File: config.mk
export PLATFORM = sky130hd
export DESIGN_NAME = adbus_master
export DESIGN_NICKNAME = d
export VERILOG_FILES = /design/src/rtl/adbus_pkg.sv /design/src/rtl/adbus_phase_timer.sv /design/src/rtl/adbus_strobe_drv.sv /design/src/rtl/adbus_master.sv
export SDC_FILE = /design/constraint.sdc
export NUM_CORES = 1
export LEC_CHECK = 0
export BUFFER_PORTS_ARGS = -buffer_cell sky130_fd_sc_hd__buf_2
export CORE_MARGIN = 2
export CORE_UTILIZATION = 30
export CTS_BUF_LIST = sky130_fd_sc_hd__clkbuf_8
export DETAILED_ROUTE_END_ITERATION = 12
export SLEW_MARGIN = 15
export SYNTH_ARGS = -nofsm -noshare
export SYNTH_HDL_FRONTEND = slang
export SYNTH_HIERARCHICAL = 1
export SYNTH_SLANG_ARGS = --single-unit
File: constraint.sdc
create_clock -name clk -period 2.1 [get_ports clk]
set_input_delay 0.105 -clock clk [delete_from_list [all_inputs] [get_ports clk]]
set_output_delay 0.105 -clock clk [all_outputs]
set_load 0.02 [all_outputs]
File: src/rtl/adbus_pkg.sv
package adbus_pkg;
   typedef enum logic [2:0] {
      PH_IDLE = 3'd0,
      PH_ADDR = 3'd1,
      PH_TURN = 3'd2,
      PH_STRB = 3'd3,
      PH_HOLD = 3'd4
   } phase_e;

   localparam int unsigned SI_ALE = 0;
   localparam int unsigned SI_RD  = 1;
   localparam int unsigned SI_WR  = 2;
   localparam int unsigned N_STROBES = 3;
endpackage

File: src/rtl/adbus_phase_timer.sv
module adbus_phase_timer #(
   parameter int unsigned CW = 2
) (
   input  logic          clk,
   input  logic          rst_n,
   input  logic          load,
   input  logic [CW-1:0] len_m1,
   output logic          last
);
   logic [CW-1:0] cnt_q;

   always_ff @(posedge clk or negedge rst_n) begin
      if (!rst_n)
         cnt_q <= '0;
      else if (load)
         cnt_q <= len_m1;
      else if (cnt_q != '0)
         cnt_q <= cnt_q - 1'b1;
   end

   assign last = (cnt_q == '0);

   // a running phase counts down by one each cycle until it ends
   a_r2_timer_steps: assert property (@(posedge clk) disable iff (!rst_n)
      (!load && cnt_q != '0) |=> (cnt_q == $past(cnt_q) - 1'b1));
endmodule

File: src/rtl/adbus_strobe_drv.sv
module adbus_strobe_drv #(
   parameter bit IDLE_ASSERTED = 1'b0
) (
   input  logic clk,
   input  logic rst_n,
   input  logic active,
   input  logic pol,
   input  logic en,
   output logic pin
);
   logic idle_lvl;

   generate
      if (IDLE_ASSERTED) begin : g_idle_on
         assign idle_lvl = pol;
      end else begin : g_idle_off
         assign idle_lvl = ~pol;
      end
   endgenerate

   assign pin = en ? (active ? pol : ~pol) : idle_lvl;

   // a disabled strobe with steady configuration never moves
   a_r9_disabled_quiet: assert property (@(posedge clk) disable iff (!rst_n)
      (!en && $stable(en) && $stable(pol) && $past(!en)) |-> $stable(pin));
endmodule

File: src/rtl/adbus_master.sv
module adbus_master
   import adbus_pkg::*;
#(
   parameter int unsigned ADDR_CYC  = 1,
   parameter int unsigned TURN_CYC  = 1,
   parameter int unsigned PULSE_CYC = 3,
   parameter int unsigned HOLD_CYC  = 1,
   parameter int unsigned DW        = 8
) (
   input  logic          clk,
   input  logic          rst_n,
   input  logic          req,
   input  logic          wr_nrd,
   input  logic [DW-1:0] addr,
   input  logic [DW-1:0] wdata,
   output logic [DW-1:0] rdata,
   output logic          done,
   output logic          busy,
   input  logic [2:0]    cfg_pol,
   input  logic [2:0]    cfg_en,
   output logic [DW-1:0] ad_o,
   output logic          ad_oe,
   input  logic [DW-1:0] ad_i,
   output logic          ale_o,
   output logic          rd_o,
   output logic          wr_o
);
   localparam int unsigned MAX_AT = (ADDR_CYC > TURN_CYC) ? ADDR_CYC : TURN_CYC;
   localparam int unsigned MAX_PH = (PULSE_CYC > HOLD_CYC) ? PULSE_CYC : HOLD_CYC;
   localparam int unsigned MAX_LEN = (MAX_AT > MAX_PH) ? MAX_AT : MAX_PH;
   localparam int unsigned CW = $clog2(MAX_LEN + 1);
   localparam logic [CW-1:0] A_M1 = CW'(ADDR_CYC - 1);
   localparam logic [CW-1:0] T_M1 = CW'(TURN_CYC - 1);
   localparam logic [CW-1:0] P_M1 = CW'(PULSE_CYC - 1);
   localparam logic [CW-1:0] H_M1 = CW'(HOLD_CYC - 1);

   generate
      if (ADDR_CYC < 1 || TURN_CYC < 1 || PULSE_CYC < 1 || HOLD_CYC < 1) begin : g_bad_len
         $error("adbus_master: every phase length must be at least one cycle");
      end
      if (DW < 1) begin : g_bad_dw
         $error("adbus_master: DW must be at least 1");
      end
   endgenerate

   phase_e        ph_q;
   logic          dir_q;
   logic [DW-1:0] addr_q, data_q, rdata_q;
   logic          done_q;
   logic          ld;
   logic [CW-1:0] ld_len;
   logic          ph_last;
   logic          accept;

   assign accept = (ph_q == PH_IDLE) && req;

   always_comb begin
      ld     = 1'b0;
      ld_len = A_M1;
      if (accept) begin
         ld = 1'b1;
         ld_len = A_M1;
      end else if (ph_last) begin
         unique case (ph_q)
            PH_ADDR: begin ld = 1'b1; ld_len = T_M1; end
            PH_TURN: begin ld = 1'b1; ld_len = P_M1; end
            PH_STRB: begin ld = 1'b1; ld_len = H_M1; end
            default: begin ld = 1'b0; ld_len = A_M1; end
         endcase
      end
   end

   adbus_phase_timer #(.CW(CW)) u_timer (
      .clk    (clk),
      .rst_n  (rst_n),
      .load   (ld),
      .len_m1 (ld_len),
      .last   (ph_last)
   );

   always_ff @(posedge clk or negedge rst_n) begin
      if (!rst_n) begin
         ph_q    <= PH_IDLE;
         dir_q   <= 1'b0;
         addr_q  <= '0;
         data_q  <= '0;
         rdata_q <= '0;
         done_q  <= 1'b0;
      end else begin
         done_q <= 1'b0;
         unique case (ph_q)
            PH_IDLE: if (req) begin
               ph_q   <= PH_ADDR;
               dir_q  <= wr_nrd;
               addr_q <= addr;
               data_q <= wdata;
            end
            PH_ADDR: if (ph_last) ph_q <= PH_TURN;
            PH_TURN: if (ph_last) ph_q <= PH_STRB;
            PH_STRB: if (ph_last) begin
               ph_q <= PH_HOLD;
               if (!dir_q) rdata_q <= ad_i;
            end
            PH_HOLD: if (ph_last) begin
               ph_q   <= PH_IDLE;
               done_q <= 1'b1;
            end
            default: ph_q <= PH_IDLE;
         endcase
      end
   end

   logic addr_phase;
   logic [N_STROBES-1:0] act;
   logic [N_STROBES-1:0] pins;

   assign addr_phase   = (ph_q == PH_IDLE) || (ph_q == PH_ADDR);
   assign act[SI_ALE]  = addr_phase;
   assign act[SI_RD]   = (ph_q == PH_STRB) && !dir_q;
   assign act[SI_WR]   = (ph_q == PH_STRB) && dir_q;

   generate
      for (genvar s = 0; s < N_STROBES; s++) begin : g_strobe
         adbus_strobe_drv #(.IDLE_ASSERTED(s == SI_ALE)) u_drv (
            .clk    (clk),
            .rst_n  (rst_n),
            .active (act[s]),
            .pol    (cfg_pol[s]),
            .en     (cfg_en[s]),
            .pin    (pins[s])
         );
      end
   endgenerate

   assign ale_o = pins[SI_ALE];
   assign rd_o  = pins[SI_RD];
   assign wr_o  = pins[SI_WR];
   assign ad_o  = addr_phase ? addr_q : data_q;
   assign ad_oe = addr_phase || dir_q;
   assign busy  = (ph_q != PH_IDLE);
   assign done  = done_q;
   assign rdata = rdata_q;

   // latch and data strobes never overlap
   a_r11_no_overlap: assert property (@(posedge clk) disable iff (!rst_n)
      !(act[SI_ALE] && (act[SI_RD] || act[SI_WR])));
   // AD is released whenever the read strobe is active
   a_r5_released_on_read: assert property (@(posedge clk) disable iff (!rst_n)
      act[SI_RD] |-> !ad_oe);
   // done is a single-cycle pulse that coincides with idle
   a_r7_done_pulse: assert property (@(posedge clk) disable iff (!rst_n)
      done |-> (!busy ##1 !done));
   // a busy block keeps the captured address
   a_r10_no_retake: assert property (@(posedge clk) disable iff (!rst_n)
      (busy && req) |=> $stable(addr_q));
   // read data changes only at the end of a read pulse
   a_r6_rdata_hold: assert property (@(posedge clk) disable iff (!rst_n)
      !(ph_q == PH_STRB && ph_last && !dir_q) |=> $stable(rdata_q));
endmodule

After elaboration in Yosys (flattened, before gate mapping)
Index checks and enable logic that the tools add are counted.
- add/subtract/negate cells: 1
- equal/unequal tests: 9
- muxes and demuxes: 23
- bitwise logic cells: 4
- reductions and logical operators: 15
- operators by type and width (kind ; number):
    $mux W3 ; 5
    $pmux W3 S5 ; 1
    $mux W1 ; 11
    $mux W2 ; 5
    $ne A2 B2 Y1 const B ; 5
    $mux W8 ; 1
    $eq A3 B2 Y1 const B ; 2
    $reduce_and A5 Y1 ; 1
    $not A1 Y1 ; 4
    $reduce_bool A2 Y1 ; 2
    $eq A3 B1 Y1 const B ; 1
    $eq A3 B3 Y1 const B ; 1
    $logic_and A1 B1 Y1 ; 3
    $logic_not A3 Y1 ; 1
    $reduce_and A3 Y1 ; 1
    $reduce_bool A3 Y1 ; 1
    $reduce_or A3 Y1 ; 1
    $logic_not A2 Y1 ; 1
    $logic_or A1 B1 Y1 ; 2
    $reduce_and A2 Y1 ; 1
    $sub A2 B1 Y2 const B ; 1
    $logic_not A1 Y1 ; 1
- register bits after elaboration: 31
- input port bits: 34
- output and inout port bits: 22
- word-level logic and storage cells: 59

Depth between registers and ports, before layout
- depth in word-level cells: 6
- depth in mapped cells: 6
- depth with buffers taken out: 6

Cells and area by module
The synthesis kept the hierarchy.
- by module, submodules not included (module ; instances ; cells an instance ; area an instance (um2) ; seq. area each (um2)):
    adbus_master ; 1 ; 90 ; 1332.5 ; 725.7
    adbus_phase_timer ; 1 ; 12 ; 113.9 ; 50.0
    adbus_strobe_drv at g_strobe[0].u_drv ; 1 ; 2 ; 30.0 ; 0.0
    adbus_strobe_drv at g_strobe[1].u_drv ... ; 2 ; 2 ; 12.5 ; 0.0

Least setup slack after synthesis
OpenSTA, ideal clock, no wires.
- path kind: register to register
- start: register ph_q[1]
- end: register addr_q[0]
- library setup time: 125 ps
- arrival: 1539 ps
- data required time: 1975 ps
- path slack: 436 ps
- stages on the path, launching flop included: 6
- path buffers: 2
- clock period less this slack: 1664 ps
- path through: dfrtp_1 buf_6 or3_4 nor2_8 buf_12 mux2_4
- word-level cells in the longest chain between the ends: 2
- ends and longest elaborated chain (what ; line ; source):
    from (decl) ; adbus_master.sv:46 ; phase_e ph_q;
    from (signal assigned) ; adbus_master.sv:83 ; ph_q <= PH_IDLE;
    from (signal assigned) ; adbus_master.sv:93 ; ph_q <= PH_ADDR;
    from (signal assigned) ; adbus_master.sv:98 ; PH_ADDR: if (ph_last) ph_q <= PH_TURN;
    $logic_not A3 Y1 ; adbus_master.sv:91 ; unique case (ph_q)
    $reduce_and A2 Y1 (no source line) ; -- ;
    to (signal assigned) ; adbus_master.sv:95 ; addr_q <= addr;
    to (decl) ; adbus_master.sv:48 ; logic [DW-1:0] addr_q, data_q, rdata_q;
No other way between the ends.
A chain may end at the register's enable or synchronous reset.

Worst setup path in the final report
- start: register ph_q[2]
- end: output ad_o[4]
- word-level cells in the longest chain between the ends: 3
- elaborated cells on any way between the ends: 4
- classes of those cells: eq/ne: 1; mux: 1; reduce/logical: 2
- ends and longest elaborated chain (what ; line ; source):
    $eq A3 B1 Y1 / $logic_not A3 Y1 (equally long branches) ; adbus_master.sv:117 ; assign addr_phase = (ph_q == PH_IDLE) || (ph_q == PH_ADDR);
    $logic_or A1 B1 Y1 (*) ; adbus_master.sv:117 ;
    named net act[0] ; adbus_master.sv:114 ; logic [N_STROBES-1:0] act;
    $mux W8 (*) ; adbus_master.sv:138 ; assign ad_o = addr_phase ? addr_q : data_q;
    to (decl) ; adbus_master.sv:21 ; output logic [DW-1:0] ad_o,
The timed path passes the listed nets; every way through them passes the cells marked *.

==> impl_results.md <==
* Die Span Y at 74.7 um
* Unrepaired setup endpoints after global routing: false
* Clk pin slew, worst setup/hold paths at 0.06 ns
* CP startpoint kind: register
* Bufs on Longest Clock Path at 2
* #FFs+latches synth at 31
* Class of the worst hold path: in -> reg
* Initial Utilization at 31.4%
* # rows at 25
* Max Fclk at 572 MHz
* Share of the clock period used by the worst path at 83.2%
* Die Outline Area at 5590 um2
* Clk Latency, worst-skew pair at 0.27 ns
* Post-Route Setup TNS at 0 ns
* CTS tree: yes
* Resize count post-CTS at 0
* Area share of the largest cell type after synthesis at 51.7%
* Sequential element share of the synthesized area at 51.7%
* Clock tree skew after final layout at 0.00399 ns
* Final Instance Count excl. Fillers at 238
* Number of clock sinks at 31
* Wire length of the first global-routing pass at 4.59 mm
* Antenna diode instance count at 0
* First-pass iteration count of the detailed router at 3
* Peak ir drop on the vdd network at 0.774 mV
* Headroom to the max-slew limit at 54.5%
* TritonCTS buffer count at 5
* Endpoint class of the critical path: primary output
* CP delay by family, top: buffers and inverters
* Final-stage net count at 207
* I/O Buffers at 55
* Routed Wire Length at 2.79 mm
* Number of setup violations in the final report at 0
* Final worst slack at 0.353 ns
* Buffers and inverters on the worst path at 3
* Place WS at 0.411 ns
* Run status: completed
* Global route overflow at 0
* Final-report max-slew violation count at 0
* Number of warnings issued by yosys at 6
* Post-synth design cell area at 1500 um2
* Worst Max-Slew Pin Slew at 0.683 ns
* Number of vias per cell after detailed routing at 4.14
* Pwr Density at 1630 nW/um2
* Leading area contributor after synthesis: dfrtp_1
* Maximum capacitance violations at 0
* Routability Congestion at 0.656
* Slowest Stage Delay on Critical Path at 0.41 ns
* Final hold violation count at 0
* Pin count of the biggest net entering global routing at 32
* Area added between synthesis and finish at 29.0%
* Synthesized instance count at 108
* Placed cell count at 231
* Net count after synthesis at 143
* Worst hold margin at 0.0576 ns
* WL/cell at 11.7 um
* Final period demand of the worst path at 1.75 ns
* Crit path arrival time at 1.64 ns
* Most frequent standard cell in the layout excluding fill and tap cells: buf_2
* Crit path cell chain: buf_4 > nor2_2 > buf_4 > mux2_2 > buf_2
* Num ports at 56
* Slowest cell on the critical path: dfrtp_1
* Post-DRT Antenna Nets at 0
* Horizontal die dimension at 74.7 um
* Initial antenna violation count at 0
* Post-detailed-route DRC marker count at 0
* Via Count at 986
* Unique masters post-synth at 28
* H-tree level count at 2
* Mean cell area of the mapped netlist at 13.9 um2
* Class of the most critical setup path: reg -> out
* Main area contributors after synthesis: dfrtp_1, mux2_2, mux2_4, xor2_1, nand2_1
* Global-route usage over all layers at 11.2%
* Leakage power total at 0.952 nW
* Required time of the worst setup path at 2.00 ns
* Worst-path maximum fanout at 10
* Core Footprint at 4790 um2
* DP HPWL at 1.99 mm
* Proportion of layout cells with a drive suffix above 1 at 61.4%
* Most Frequent Cell on Critical Path: buf_4
* 1st-iter DRT viols at 9
* Number of global-route vias before repair at 998
* CTS root buf: clkbuf_8
* Most used cells in the layout excluding fill and tap cells: buf_2, dfrtp_1, mux2_2
## flip-flops by register name, indices dropped and copies added, names as in the netlist
register / flops
rdata: 8
data_q: 8
ph_q: 3
addr_q: 8
done: 1
dir_q: 1
u_timer/cnt_q: 2
## kinds of logic after synthesis
group / synth area share, %
compound gates: 2.25
xor+xnor: 3.42
fa+ha+maj: 0.833
buf+inv: 3.17
flops: 51.7
mux: 28.0
other cells: 0.250
simple gates: 10.4
## what timing repair did
action / CTS / global route
buffers inserted: 0 / 0
hold buffers: 1 / 0
hold endpoints to repair: 31 / 0
## Yosys cell counts (all sizes together)
cell type / n
a21oi: 1
and2: 1
and3: 1
buf: 3
conb: 1
dfrtp: 31
ha: 1
inv: 3
mux2: 34
nand2: 7
nand2b: 1
nand4b: 1
nor2: 7
nor3: 1
nor3b: 1
nor4bb: 1
o21ai: 4
o31a: 1
or2: 1
or2b: 1
or3: 1
xnor2: 1
xor2: 4
## final cells by class
| cell class | count | area, um2 |
|---|---|---|
| repair buffers | 60 | 315 |
| flip-flops and latches | 31 | 776 |
| clock buffers | 5 | 68.8 |
| well taps | 67 | 83.8 |
| clock inverters | 1 | 3.75 |
| fillers | 476 | 2850 |
| inverters | 3 | 11.3 |
| multi-input cells | 71 | 678 |
## path summary, 6_finish.rpt
check,start,end,slack [ns],depth (start not counted)
max in group asynchronous,rst_n,rdata[6],1.25,2
setup reg to reg,ph_q[0],addr_q[7],0.41,3
hold / removal,ad_i[4],rdata[4],0.06,2
min in group asynchronous,rst_n,addr_q[7],0.41,2
hold reg to reg,data_q[3],data_q[3],0.50,1
setup / recovery,ph_q[2],ad_o[4],0.35,5
## metrics by stage
step | power, mW | cell area, um2 | util (%)
6_report | 3.16 | 1940 | 40.5
5_1_grt | 3.42 | 1940 | 40.5
4_1_cts | 3.21 | 1940 | 40.5
3_5_place_dp | 2.78 | 1850 | 38.7
3_3_place_gp | 2.76 | 1850 | 38.7
2_1_floorplan | 2.33 | 1500 | -
## where the power goes
group	internal [mW]	switching, mW
registers	0.896	0.161
logic	0.853	0.834
clock network	0.215	0.198
total	1.96	1.19
## routing by layer
metal  GRT usage (%)  part of all wire (%)  vias to the layer above
met5               0                     0                        -
met4            4.76                   1.1                        0
met3            5.49                   9.1                        4
met2            16.0                    42                       42
met1            14.4                    47                      446
li1                -                     -                      494
Power figures use the tool's default switching activity.
